$ cat src/rtl/nport_pkg.sv
`timescale 1ns/1ps
// Shared types for the nibble host port.
package nport_pkg;
    // Host access width as seen on host_size.
    typedef enum logic {
        SZ_BYTE = 1'b0,
        SZ_WORD = 1'b1
    } host_size_e;
endpackage

$ cat src/rtl/nport_arb.sv
`timescale 1ns/1ps
// Two-way memory arbiter between the port engine and an internal DMA.
// Assumes the DMA drives the memory on its own path while dma_gnt is high.
// The port engine wins whenever the DMA does not already own the memory.
// The DMA keeps ownership for as long as it requests.
module nport_arb (
    input  logic clk,
    input  logic rst_n,
    input  logic eng_want,
    input  logic dma_req,
    output logic dma_gnt,
    output logic eng_go
);
    // Ownership register: the DMA takes the memory when the engine is idle, and holds it.
    always_ff @(posedge clk) begin
        if (!rst_n) dma_gnt <= 1'b0;
        else        dma_gnt <= dma_req && (dma_gnt || !eng_want);
    end

    assign eng_go = eng_want && !dma_gnt;


    dma_hold_chk: assert property (@(posedge clk) disable iff (!rst_n)
        (dma_gnt && dma_req) |=> dma_gnt);
endmodule

$ cat src/rtl/nport_prefetch.sv
`timescale 1ns/1ps
// Read window of NIBS nibbles that starts at the current pointer.
// It issues one fetch per cycle until the window plus the fetch in flight is full.
// A host read that is taken shifts consumed nibbles out of the window.
// A flush empties the window and drops any fetch still in flight.
// Assumes read data returns one cycle after the request.
module nport_prefetch #(
    parameter int NIB_W = 4,
    parameter int NIBS  = 4,
    parameter int NA_W  = 17,
    parameter int CNT_W = $clog2(NIBS + 1)
) (
    input  logic                  clk,
    input  logic                  rst_n,
    input  logic                  flush,
    input  logic                  blocked,
    input  logic                  go,
    input  logic [NA_W-1:0]       base_nib,
    input  logic [CNT_W-1:0]      take,
    input  logic [NIB_W-1:0]      mem_rdata,
    output logic                  want,
    output logic [NA_W-1:0]       fetch_addr,
    output logic [NIBS*NIB_W-1:0] word,
    output logic [CNT_W-1:0]      avail
);
    logic [NIB_W-1:0] buf_q [NIBS];
    logic [NIB_W-1:0] nbuf  [NIBS];
    logic [CNT_W-1:0] cnt_q, ncnt, fill;
    logic             infl_q;

    assign fill       = cnt_q + CNT_W'(infl_q);
    assign want       = !flush && !blocked && (fill < CNT_W'(NIBS));
    assign fetch_addr = base_nib + NA_W'(fill);
    assign avail      = cnt_q;

    generate
        for (genvar g = 0; g < NIBS; g++) begin : g_word
            assign word[g*NIB_W +: NIB_W] = buf_q[g];
        end
    endgenerate

    // Next window: shift out the consumed nibbles, then place a returning nibble.
    always_comb begin
        ncnt = cnt_q - take;
        for (int i = 0; i < NIBS; i++) begin
            if (i + int'(take) < NIBS) nbuf[i] = buf_q[i + int'(take)];
            else                       nbuf[i] = '0;
        end
        if (infl_q) begin
            for (int i = 0; i < NIBS; i++)
                if (CNT_W'(i) == ncnt) nbuf[i] = mem_rdata;
            ncnt = ncnt + CNT_W'(1);
        end
    end

    // Window state update; a flush empties it and cancels the fetch in flight.
    always_ff @(posedge clk) begin
        if (!rst_n) begin
            cnt_q  <= '0;
            infl_q <= 1'b0;
            for (int i = 0; i < NIBS; i++) buf_q[i] <= '0;
        end else if (flush) begin
            cnt_q  <= '0;
            infl_q <= 1'b0;
        end else begin
            cnt_q  <= ncnt;
            infl_q <= go && want;
            for (int i = 0; i < NIBS; i++) buf_q[i] <= nbuf[i];
        end
    end


    fill_bound_chk: assert property (@(posedge clk) disable iff (!rst_n)
        fill <= CNT_W'(NIBS));

    flush_clear_chk: assert property (@(posedge clk) disable iff (!rst_n)
        flush |=> (avail == '0));
endmodule

$ cat src/rtl/nport_wsplit.sv
`timescale 1ns/1ps
// Write splitter: holds one host word and writes it out as nibbles, lowest first.
// One nibble goes out on each cycle the arbiter lets the engine through.
// Assumes a load arrives only while no nibbles are still pending.
module nport_wsplit #(
    parameter int NIB_W = 4,
    parameter int NIBS  = 4,
    parameter int NA_W  = 17,
    parameter int CNT_W = $clog2(NIBS + 1)
) (
    input  logic                  clk,
    input  logic                  rst_n,
    input  logic                  load,
    input  logic [NIBS*NIB_W-1:0] ld_data,
    input  logic [CNT_W-1:0]      ld_nibs,
    input  logic [NA_W-1:0]       ld_addr,
    input  logic                  go,
    output logic                  want,
    output logic [NA_W-1:0]       nib_addr,
    output logic [NIB_W-1:0]      nib_data
);
    logic [NIBS*NIB_W-1:0] data_q;
    logic [NA_W-1:0]       addr_q;
    logic [CNT_W-1:0]      left_q;

    assign want     = (left_q != '0);
    assign nib_addr = addr_q;
    assign nib_data = data_q[NIB_W-1:0];

    // Capture a host write, then step through its nibbles as they are granted.
    always_ff @(posedge clk) begin
        if (!rst_n) begin
            data_q <= '0;
            addr_q <= '0;
            left_q <= '0;
        end else if (load) begin
            data_q <= ld_data;
            addr_q <= ld_addr;
            left_q <= ld_nibs;
        end else if (go && want) begin
            data_q <= data_q >> NIB_W;
            addr_q <= addr_q + NA_W'(1);
            left_q <= left_q - CNT_W'(1);
        end
    end


    load_idle_chk: assert property (@(posedge clk) disable iff (!rst_n)
        load |-> !want);

    load_busy_chk: assert property (@(posedge clk) disable iff (!rst_n)
        load |=> want);
endmodule

$ cat src/rtl/nibble_port.sv
`timescale 1ns/1ps
// Host data port onto a nibble-wide buffer memory, with an auto-incrementing byte pointer.
// The port decodes its register indices, accepts host accesses, moves the pointer,
// and sends nibble traffic from the write splitter and the read prefetch window
// through the arbiter to the memory.
// Assumes 8-bit bytes made of whole nibbles, and a memory with one cycle of read latency.
module nibble_port
    import nport_pkg::*;
#(
    parameter int         ADDR_W   = 16,
    parameter int         NIB_W    = 4,
    parameter int         HOST_W   = 16,
    parameter logic [3:0] PORT_REG = 4'd12
) (
    input  logic                                  clk,
    input  logic                                  rst_n,
    input  logic                                  host_req,
    input  logic                                  host_wr,
    input  logic                                  host_size,
    input  logic [3:0]                            host_reg,
    input  logic [HOST_W-1:0]                     host_wdata,
    output logic [HOST_W-1:0]                     host_rdata,
    output logic                                  host_ready,
    input  logic                                  wide_en,
    input  logic                                  ptr_load,
    input  logic [ADDR_W-1:0]                     ptr_value,
    output logic                                  wr_busy,
    input  logic                                  dma_req,
    output logic                                  dma_gnt,
    output logic                                  mem_req,
    output logic                                  mem_we,
    output logic [ADDR_W+$clog2(8/NIB_W)-1:0]     mem_addr,
    output logic [NIB_W-1:0]                      mem_wdata,
    input  logic [NIB_W-1:0]                      mem_rdata
);
    localparam int BYTE_NIBS  = 8 / NIB_W;
    localparam int NIBS       = HOST_W / NIB_W;
    localparam int NA_W       = ADDR_W + $clog2(BYTE_NIBS);
    localparam int CNT_W      = $clog2(NIBS + 1);
    localparam int WORD_BYTES = HOST_W / 8;

    logic [ADDR_W-1:0]   ptr_q, step;
    logic                port_hit, is_word, flush;
    logic [CNT_W-1:0]    need, take;
    logic [NA_W-1:0]     base_nib, pf_addr, wr_addr;
    logic [HOST_W-1:0]   pf_word, ld_data;
    logic [CNT_W-1:0]    pf_avail;
    logic                pf_want, wr_want, eng_go;
    logic [NIB_W-1:0]    wr_nib;

    // Index 12 and 13 are always the port; 14 and 15 only in wide mode.
    assign port_hit = (host_reg == PORT_REG) || (host_reg == PORT_REG + 4'd1) ||
                      (wide_en && ((host_reg == PORT_REG + 4'd2) || (host_reg == PORT_REG + 4'd3)));
    assign is_word  = (host_size_e'(host_size) == SZ_WORD);
    assign need     = is_word ? CNT_W'(NIBS) : CNT_W'(BYTE_NIBS);
    assign step     = is_word ? ADDR_W'(WORD_BYTES) : ADDR_W'(1);

    assign host_ready = rst_n && host_req && port_hit && !ptr_load && !wr_busy &&
                        (host_wr || (pf_avail >= need));
    assign take       = (host_ready && !host_wr) ? need : '0;
    assign flush      = ptr_load || (host_ready && host_wr);
    assign base_nib   = NA_W'(ptr_q) * NA_W'(BYTE_NIBS);
    assign ld_data    = is_word ? host_wdata : {{(HOST_W-8){1'b0}}, host_wdata[7:0]};
    assign host_rdata = is_word ? pf_word : {{(HOST_W-8){1'b0}}, pf_word[7:0]};
    assign wr_busy    = wr_want;

    // Byte pointer: a load wins, otherwise an accepted access adds its size.
    always_ff @(posedge clk) begin
        if (!rst_n)          ptr_q <= '0;
        else if (ptr_load)   ptr_q <= ptr_value;
        else if (host_ready) ptr_q <= ptr_q + step;
    end

    nport_arb u_arb (
        .clk      (clk),
        .rst_n    (rst_n),
        .eng_want (wr_want || pf_want),
        .dma_req  (dma_req),
        .dma_gnt  (dma_gnt),
        .eng_go   (eng_go)
    );

    nport_prefetch #(.NIB_W(NIB_W), .NIBS(NIBS), .NA_W(NA_W), .CNT_W(CNT_W)) u_pf (
        .clk        (clk),
        .rst_n      (rst_n),
        .flush      (flush),
        .blocked    (wr_want),
        .go         (eng_go),
        .base_nib   (base_nib),
        .take       (take),
        .mem_rdata  (mem_rdata),
        .want       (pf_want),
        .fetch_addr (pf_addr),
        .word       (pf_word),
        .avail      (pf_avail)
    );

    nport_wsplit #(.NIB_W(NIB_W), .NIBS(NIBS), .NA_W(NA_W), .CNT_W(CNT_W)) u_wr (
        .clk      (clk),
        .rst_n    (rst_n),
        .load     (host_ready && host_wr),
        .ld_data  (ld_data),
        .ld_nibs  (need),
        .ld_addr  (base_nib),
        .go       (eng_go),
        .want     (wr_want),
        .nib_addr (wr_addr),
        .nib_data (wr_nib)
    );

    // Memory side: pending writes go before prefetch reads.
    assign mem_req   = eng_go;
    assign mem_we    = wr_want;
    assign mem_addr  = wr_want ? wr_addr : pf_addr;
    assign mem_wdata = wr_nib;


    ptr_step_chk: assert property (@(posedge clk) disable iff (!rst_n)
        host_ready |=> (ptr_q == $past(ptr_q) + $past(step)));

    miss_hold_chk: assert property (@(posedge clk) disable iff (!rst_n)
        (host_req && !port_hit && !ptr_load) |=> (ptr_q == $past(ptr_q)));

    mem_excl_chk: assert property (@(posedge clk) disable iff (!rst_n)
        dma_gnt |-> !mem_req);

    busy_wait_chk: assert property (@(posedge clk) disable iff (!rst_n)
        (wr_busy && host_req) |-> !host_ready);

    load_prio_chk: assert property (@(posedge clk) disable iff (!rst_n)
        ptr_load |-> !host_ready);
endmodule

$ cat config.mk
export PLATFORM = sky130hd
export DESIGN_NAME = nibble_port
export DESIGN_NICKNAME = d
export VERILOG_FILES = /design/src/rtl/nport_pkg.sv /design/src/rtl/nport_arb.sv /design/src/rtl/nport_prefetch.sv /design/src/rtl/nport_wsplit.sv /design/src/rtl/nibble_port.sv
export SDC_FILE = /design/constraint.sdc
export NUM_CORES = 1
export LEC_CHECK = 0
export ABC_CLOCK_PERIOD_IN_PS = 4600
export BUFFER_PORTS_ARGS = -buffer_cell sky130_fd_sc_hd__buf_2
export CAP_MARGIN = 15
export CORE_MARGIN = 2
export CORE_UTILIZATION = 45
export DETAILED_ROUTE_END_ITERATION = 10
export PLACE_DENSITY = 0.65
export SLEW_MARGIN = 0
export SYNTH_ARGS = -nofsm -noshare
export SYNTH_HDL_FRONTEND = slang
export SYNTH_SLANG_ARGS = --single-unit
export TNS_END_PERCENT = 20
$ cat constraint.sdc
create_clock -name clk -period 4.6 [get_ports clk]
set_clock_uncertainty 0.1 [all_clocks]
set_input_delay 0.92 -clock clk [delete_from_list [all_inputs] [get_ports clk]]
set_output_delay 0.92 -clock clk [all_outputs]
set_load 0.005 [all_outputs]
After elaboration in Yosys (flattened, before gate mapping)
Memories as Yosys holds them, arrays and structs flattened.
Cells that the tools add are included.

storage, ports and cells
  register bits after elaboration = 57
  bits in writable memories = 16
  memories = 1

cells by class
  add/subtract/negate cells = 10
  order comparisons = 6
  eq/ne operators = 7
  mux-type cells = 32
  bitwise operators = 5
  reductions and logical operators = 33

memory list
  name        words  bits a word  read ports  clocked after Yosys merged registers in  wr ports  RTL line              RTL
  u_pf.buf_q  4      4            8           0                                        4         nport_prefetch.sv:26  logic [NIB_W-1:0] buf_q [NIBS];

operators with widths
  kind                     count
  $mux W16                 7
  $lt A32 B4 Y1 const B    3
  $mux W17                 3
  $mux W4                  12
  $add A17 B1 Y17 const B  1
  $add A17 B3 Y17          1
  $add A16 B2 Y16          1
  $eq A4 B4 Y1 const B     4
  $mux W3                  5
  $logic_and A1 B1 Y1      14
  $add A2 B3 Y4 const A    2
  $logic_or A1 B1 Y1       7
  $eq A2 B3 Y1 const A     2
  $logic_not A1 Y1         6
  $lt A3 B3 Y1 const B     2
  $add A1 B3 Y4 const A    1
  $mux W1                  4
  $or A1 B1 Y1             4
  $reduce_bool A2 Y1       2
  $reduce_or A2 Y1         2
  $add A3 B1 Y3            1
  $add A3 B1 Y3 const B    1
  $eq A1 B3 Y1 const A     1
  $ge A3 B3 Y1             1
  other kinds (6)          6

Longest topological paths before layout
Gate-level depths: netlist (run 1).

  depth after elaboration = 18
  mapped depth = 17
  gate-level depth less buffers = 14

Modules after synthesis
A second synthesis (run 1) with hierarchy kept.

unflattened totals
  cell total of the unflattened synthesis = 576
  area total of the unflattened synthesis = 5084.9 µm²

by module, submodules not included
  module          instances  cells an instance  area each (µm²)  sequential area each (µm²)
  nport_wsplit    1          227                1825.5           720.7
  nport_prefetch  1          167                1783.0           560.5
  nibble_port     1          178                1432.6           320.3
  nport_arb       1          4                  43.8             20.0

Worst setup path before layout (run 1)
OpenSTA, ideal clock, no wires.

  path kind = input port to flip-flop
  start point = input port host_size
  end point = memory u_pf.buf_q[2][0], data pin
  arrival time = 3.901 ns
  path slack = 0.326 ns
  cell stages on the path = 13
  cell sequence = clkbuf_1 -> inv_1 -> ha_1 -> and3b_4 -> nor3_4 -> or3_1 -> clkbuf_1 -> nor2_1 -> ha_1 -> xor2_1 -> nand3_2 -> a2111oi_4 -> mux2i_1

RTL lines
  what                RTL line              RTL
  start: declaration  nibble_port.sv:19     input logic host_size,
  end: declaration    nport_prefetch.sv:26

Final worst setup path (run 1)
  start point = register u_pf.cnt_q[0], in the netlist u_pf.avail[0]
  end point = output port mem_addr[14]

on the way
  longest elaborated chain between the ends = 3

ends and longest elaborated chain
  what                      RTL line              RTL
  start: declaration        nport_prefetch.sv:28  logic [CNT_W-1:0] cnt_q, ncnt, fill;
  start signal: assignment  nport_prefetch.sv:66  cnt_q <= ncnt;
  $add A3 B1 Y3             nport_prefetch.sv:31  assign fill = cnt_q + CNT_W'(infl_q);
  $add A17 B3 Y17           nport_prefetch.sv:33  assign fetch_addr = base_nib + NA_W'(fill);
  $mux W17                  nibble_port.sv:114    assign mem_addr = wr_want ? wr_addr : pf_addr;
  end: declaration          nibble_port.sv:32     output logic [ADDR_W+$clog2(8/NIB_W)-1:0] mem_addr,

No other way between the ends.

==> results.py, run 1 <==
metrics = {
    "placed_design": {
        "place_congestion": 0.896,
        "dpl.cell_count": 796,
        "hpwl_mm": 9.74,
        "portBuffers": 88,
    },
    "clock_tree": {
        "path_clk_slew_ps": 80,
        "number_of_buffers_inserted_for_hold_repair_after_clock_tree_synthesis": 0,
        "cts_made_buffers": 9,
        "cts_tree": "built",
        "cts_setup_buffers": 0,
        "cts_max_path_buffers": 2,
        "cts.root.buffer_cell": "sky130_fd_sc_hd__clkbuf_8",
        "clock-sinks": 73,
        "cts_resized": 0,
        "worst_skew_pair_latency_ps": 370,
        "cts_htree_levels": 3,
    },
    "sta": {
        "rsz_0062_raised_after_global_routing": "no",
        "timing.final.setup_violations": 0,
        "worst_pin_slew_ps": 700,
        "final_hold_fails": 0,
        "period_share_pct": 91.5,
        "number_of_pins_exceeding_their_max_slew_limit_in_the_final_report": 0,
        "setup-tns-final_ps": 0,
        "timing.max_slew.rel_slack_pct": 53.0,
        "max_freq_mhz": 238,
        "final_critical_period_ps": 4210,
    },
    "floorplanning": {
        "die-area_sq_um": 11700,
        "io_pins": 90,
        "floorplan.initialDensity_pct": 45.6,
        "chipWidth_microns": 108,
        "floorplan.die.height_microns": 108,
        "placement_rows": 38,
        "core_area_sq_um": 10700,
    },
    "power_and_ir_drop": {
        "p_total_mw": 1.87,
        "power_leakage_nw": 2.15,
        "vdd_drop_max_uv": 176,
        "total_power_per_unit_cell_area_nw_per_um2": 336,
    },
    "logic_synthesis": {
        "syn_avg_cell_area_sq_um": 8.06,
        "post_synth_instance_area_sq_um": 4900,
        "synth_edf_count": 16,
        "synth_cell_types": 64,
        "synth_seq_area_share_pct": 33.1,
        "synth_fp_nets": 672,
        "number_of_warnings_reported_in_the_yosys_synthesis_log": 0,
        "synth_top_cells_by_area": "sky130_fd_sc_hd__dfxtp_1 23%, sky130_fd_sc_hd__edfxtp_1 9.8%, sky130_fd_sc_hd__nand2_1 7.3%",
        "yosys_top_cell_area_share_pct": 23.3,
        "synth_flop_cell": "sky130_fd_sc_hd__dfxtp_1",
        "synth-async-reset-ratio_pct": 0,
        "yosys-top-cells-count": "95 x sky130_fd_sc_hd__nand2_1, 57 x sky130_fd_sc_hd__dfxtp_1, 35 x sky130_fd_sc_hd__nand3_1, 34 x sky130_fd_sc_hd__nor2_1, 31 x sky130_fd_sc_hd__clkbuf_1",
        "synth.ff_latch_count": 73,
        "yosysTopAreaCell": "sky130_fd_sc_hd__dfxtp_1",
        "synthesis.instances": 608,
        "synthMostInstantiatedCell": "sky130_fd_sc_hd__nand2_1",
    },
    "setup_path": {
        "crit_path_top_delay_cell": "sky130_fd_sc_hd__nor3_1",
        "cp_cell_sequence": "ha_1 -> ha_1 -> xor2_1 -> ha_1 -> a21oi_1 -> nor3_1 -> nand4_1 -> xor2_1 -> o21ai_0 -> buf_2",
        "critPathTopFamily": "simple AND/OR/NAND/NOR gates",
        "worst_setup_path_start_kind": "flip-flop",
        "type_of_destination_of_the_critical_path": "output port",
        "critical_path_arrival_ps": 3190,
        "critical_path_class": "flip-flop to output port",
        "path_common_cell": "sky130_fd_sc_hd__ha_1",
        "required_ps": 3580,
        "cp_depth": 10,
        "path_buf_inv": 1,
        "timing.critical_path.fanout_max": 8,
        "cp_slowest_stage_delay_ps": 570,
        "ff2ff_path_depth": 12,
    },
    "global_routing": {
        "use_met3_pct": 3.38,
        "maximum_number_of_pins_on_one_net_before_global_route_repair": 35,
        "groute.layer.met1.usage_pct": 30.0,
        "via_count_of_the_first_global_routing_pass": 4405,
        "grt_first_pass_wirelength_mm": 21.9,
        "busiest_layer": "met2",
        "grt_util_all_layers_pct": 23.6,
        "grt_overflow_total": 0,
        "use_met2_pct": 40.2,
        "antenna_found_initial": 0,
    },
    "finish": {
        "area.growth.synth_to_final_pct": 13.4,
        "multi_input_comb_area_sq_um": 2950,
        "ff_latch_area_sq_um": 1620,
        "num-nets-final": 731,
        "antenna_cells": 0,
        "filler_cell_count": 1081,
        "fin_cells": 812,
        "layout-drive-gt1-share_pct": 21.4,
    },
    "hold_path": {
        "hold-path-cell-count": 2,
        "hold_class": "flip-flop to flip-flop",
    },
    "route": {
        "wl_per_cell_microns": 16.7,
        "detail-route-antenna-nets": 0,
        "total_vias_in_the_final_route": 4711,
        "drc": 0,
        "drt-initial-drc-count": 284,
        "route.detailed.vias_per_inst": 5.80,
        "drt_pass1_iterations": 5,
        "routed_wl_mm": 13.5,
    },
    "job": {
        "drv.max_cap_violation_count": 0,
    },
    "outcome": {
        "run_status": "completed",
    },
}
worst register-to-register path, stage by stage (launching register included):
cell and delay, ps:
sky130_fd_sc_hd__dfxtp_1 330, sky130_fd_sc_hd__inv_1 70, sky130_fd_sc_hd__ha_1 130, sky130_fd_sc_hd__nor2b_1 500
sky130_fd_sc_hd__buf_4 250, sky130_fd_sc_hd__nand4_1 110, sky130_fd_sc_hd__or3_1 340, sky130_fd_sc_hd__nor2_1 100
sky130_fd_sc_hd__ha_1 200, sky130_fd_sc_hd__xor2_1 380, sky130_fd_sc_hd__nand3_2 190, sky130_fd_sc_hd__a2111oi_4 610
sky130_fd_sc_hd__mux2i_1 150
cell families after synthesis:
group,count (synthesis),synth area share (%)
compound gates,135,19.3
xor+xnor,30,5.36
fa+ha+maj,16,4.39
buf+inv,72,6.74
flops,73,33.1
mux,13,2.76
simple gates,269,28.4
worst paths after layout:
path | from | endpoint | slack, ps
max | u_pf.avail[0] | mem_addr[14] | 390
min | u_wr.data_q[1] | u_wr.data_q[1] | 350
max reg2reg | u_wr.left_q[0] | u_pf.buf_q[2][0] | 860
min reg2reg | u_wr.data_q[1] | u_wr.data_q[1] | 350
cells in the final DEF, fill, tap and decap left out, drive strengths merged, types with 11 or more instances in the layout:
cell,instances
edfxtp,16
xor2,17
nand4,13
nor2,34
nand2,95
nor4,13
inv,15
a31oi,18
a211oi,12
dfxtp,57
and2,16
ha,14
a21oi,29
buf,104
nand3,36
or3,11
o21ai,23
xnor2,13
and3,13
cell type report:
class,instances,share of cell area [%]
multi-input combinational,463,53.1
inverter,16,1.08
sequential,73,29.2
timing repair buffer,104,10.1
clock inverter,6,0.743
tap,140,3.15
clock buffer,10,2.68
layer usage:
| metal | wire length [microns] | part of all wire [%] |
|---|---|---|
| met1 | 5970 | 44 |
| met2 | 6610 | 49 |
| met3 | 749 | 5.5 |
| met4 | 210 | 1.6 |
| met5 | 0 | 0 |
report_power, final:
part           switching [mW]  leakage (nW)  internal [mW]
clock network           0.274        0.0894          0.227
registers              0.0537         0.641          0.702
logic                   0.389          1.42          0.224
state kept, by name, summed over array words and instances, names as in the netlist:
register       cells
u_wr.data_q       16
u_wr.nib_addr     17
u_pf.infl_q        1
u_arb.dma_gnt      1
u_wr.left_q        3
u_pf.avail         3
ptr_q             16
u_pf.buf_q        16
through the flow:
stage | hold WS, ps | utilization [%] | setup slack [ps] | area [sq um]
CTS | 359 | 51.7 | 390 | 5560
finish | 353 | 51.7 | 391 | 5560
global route | 386 | 51.7 | 106 | 5560
floorplan | 336 | - | 326 | 4900
detailed placement | 347 | 50.0 | 470 | 5370
global placement | 341 | 50.0 | 549 | 5370
Power figures use the tool's default switching activity.
==> run 2, diff against run 1 <==
--- a/config.mk
+++ b/config.mk
@@ -9,9 +9,10 @@
 export BUFFER_PORTS_ARGS = -buffer_cell sky130_fd_sc_hd__buf_2
 export CAP_MARGIN = 15
 export CORE_MARGIN = 2
-export CORE_UTILIZATION = 45
+export CORE_UTILIZATION = 56
 export DETAILED_ROUTE_END_ITERATION = 10
-export PLACE_DENSITY = 0.65
+export PLACE_DENSITY = 0.78
+export RECOVER_POWER = 50
 export SLEW_MARGIN = 0
 export SYNTH_ARGS = -nofsm -noshare
 export SYNTH_HDL_FRONTEND = slang
==> results.py, run 2 (synthesis gave the netlist of run 1 again) <==
metrics = {
    "route": {
        "route.detailed.vias_per_inst": 6.12,
        "routed_wl_mm": 13.3,
        "drt_pass1_iterations": 5,
        "wl_per_cell_microns": 17.1,
        "drt-initial-drc-count": 324,
        "total_vias_in_the_final_route": 4759,
        "drc": 0,
        "detail-route-antenna-nets": 0,
    },
    "global_routing": {
        "maximum_number_of_pins_on_one_net_before_global_route_repair": 38,
        "grt_first_pass_wirelength_mm": 21.5,
        "use_met2_pct": 46.6,
        "grt_util_all_layers_pct": 27.8,
        "groute.layer.met1.usage_pct": 35.1,
        "via_count_of_the_first_global_routing_pass": 4464,
        "grt_overflow_total": 0,
        "use_met3_pct": 4.53,
        "busiest_layer": "met2",
        "antenna_found_initial": 0,
    },
    "clock_tree": {
        "cts_resized": 0,
        "cts_tree": "built",
        "cts_htree_levels": 3,
        "cts_made_buffers": 9,
        "clock-sinks": 73,
        "cts_max_path_buffers": 2,
        "path_clk_slew_ps": 90,
        "cts_setup_buffers": 0,
        "cts.root.buffer_cell": "sky130_fd_sc_hd__clkbuf_8",
        "number_of_buffers_inserted_for_hold_repair_after_clock_tree_synthesis": 0,
        "worst_skew_pair_latency_ps": 370,
    },
    "floorplanning": {
        "io_pins": 90,
        "floorplan.die.height_microns": 97.6,
        "placement_rows": 34,
        "floorplan.initialDensity_pct": 57.1,
        "die-area_sq_um": 9520,
        "core_area_sq_um": 8590,
        "chipWidth_microns": 97.6,
    },
    "sta": {
        "setup-tns-final_ps": 0,
        "final_critical_period_ps": 4170,
        "worst_hold_slack_ps": 360,
        "timing.final.setup_violations": 0,
        "rsz_0062_raised_after_global_routing": "no",
        "number_of_pins_exceeding_their_max_slew_limit_in_the_final_report": 0,
        "worst_pin_slew_ps": 1050,
        "final_hold_fails": 0,
        "timing.max_slew.rel_slack_pct": 30.2,
        "period_share_pct": 90.7,
        "max_freq_mhz": 240,
    },
    "setup_path": {
        "timing.critical_path.fanout_max": 37,
        "cp_cell_sequence": "inv_1 -> ha_1 -> nor2b_1 -> clkbuf_1 -> clkinv_1 -> o21ai_0 -> buf_2",
        "required_ps": 3580,
        "critical_path_class": "flip-flop to output port",
        "worst_setup_path_start_kind": "flip-flop",
        "critical_path_arrival_ps": 3150,
        "crit_path_top_delay_cell": "sky130_fd_sc_hd__clkinv_1",
        "path_buf_inv": 4,
        "critPathTopFamily": "buffers and inverters",
        "cp_slowest_stage_delay_ps": 850,
        "type_of_destination_of_the_critical_path": "output port",
    },
    "finish": {
        "area.growth.synth_to_final_pct": 11.3,
        "fin_cells": 777,
        "layout-drive-gt1-share_pct": 19.4,
        "num-nets-final": 728,
        "filler_cell_count": 782,
        "antenna_cells": 0,
        "largest_register_ff_count": 17,
        "most_frequent_standard_cell_in_the_layout_excluding_fill_and_tap_cells": "sky130_fd_sc_hd__nand2_1",
        "layout_common_cells": "95 x sky130_fd_sc_hd__nand2_1, 84 x sky130_fd_sc_hd__buf_2, 57 x sky130_fd_sc_hd__dfxtp_1",
    },
    "power_and_ir_drop": {
        "total_power_per_unit_cell_area_nw_per_um2": 340,
        "power_leakage_nw": 2.10,
        "vdd_drop_max_uv": 199,
    },
    "job": {
        "drv.max_cap_violation_count": 0,
    },
    "placed_design": {
        "portBuffers": 88,
        "dpl.cell_count": 761,
        "place_congestion": 0.927,
        "hpwl_mm": 9.58,
    },
    "outcome": {
        "run_status": "completed",
    },
    "hold_path": {
        "hold_class": "flip-flop to flip-flop",
    },
}
run 2: cell types whose count changed in the layout (fill, tap and decap cells not counted), sizes merged:
cell / before / now
clkbuf: 10 / 19
clkinvlp: 3 / 1
clkinv: 4 / 1
inv: 15 / 21
buf: 104 / 91
run 2: stage by stage:
stage	total power, mW	util [%]	worst slack [ps]	area (sq um)
after floorplan	1.17	-	326	4900
after global placement	1.35	61.8	339	5310
after detailed placement	1.37	61.8	205	5310
after CTS	1.86	63.9	528	5490
after global routing	1.95	63.5	191	5460
final	1.85	63.5	427	5460
run 2: layout make-up:
cell class / count / area (sq um) / area share [%]
clock inverter: 7 / 60.1 / 1.10
inverter: 16 / 60.1 / 1.10
multi-input combinational: 463 / 2950 / 54.0
sequential: 73 / 1620 / 29.7
tap: 108 / 135 / 2.48
clock buffer: 9 / 124 / 2.27
timing repair buffer: 101 / 510 / 9.35
run 2: worst paths after layout:
kind                       to            from  cells past startpoint  slack (ps)
min reg2reg    u_wr.data_q[5]  u_wr.data_q[5]                      2         360
max reg2reg  u_pf.buf_q[2][2]  u_wr.left_q[0]                     12         680
max               mem_addr[0]  u_wr.left_q[0]                      7         430
min            u_wr.data_q[5]  u_wr.data_q[5]                      2         360
run 2: per-layer routing:
layer  vias to the layer above  wire length [microns]
met3                        38                   1030
met2                       241                   6340
li1                       2293                      -
met4                         0                    408
met1                      2187                   5540
met5                         -                      0
run 2: worst register-to-register path: stages (launching register included):
cell,delay [ps]
sky130_fd_sc_hd__dfxtp_1,330
sky130_fd_sc_hd__inv_1,80
sky130_fd_sc_hd__ha_1,130
sky130_fd_sc_hd__nor2b_1,150
sky130_fd_sc_hd__clkbuf_1,460
sky130_fd_sc_hd__nand4_1,170
sky130_fd_sc_hd__or3_1,510
sky130_fd_sc_hd__nor2_1,160
sky130_fd_sc_hd__ha_1,220
sky130_fd_sc_hd__xor2_1,400
sky130_fd_sc_hd__nand3_2,210
sky130_fd_sc_hd__a2111oi_4,590
sky130_fd_sc_hd__mux2i_1,150
run 2: where the power goes:
| group | internal, mW | leakage, nW | switching (mW) | total [mW] |
|---|---|---|---|---|
| logic | 0.206 | 1.37 | 0.395 | 0.601 |
| registers | 0.702 | 0.641 | 0.0539 | 0.756 |
| clock network | 0.208 | 0.0935 | 0.289 | 0.497 |
| total | 1.12 | 2.10 | 0.738 | 1.85 |
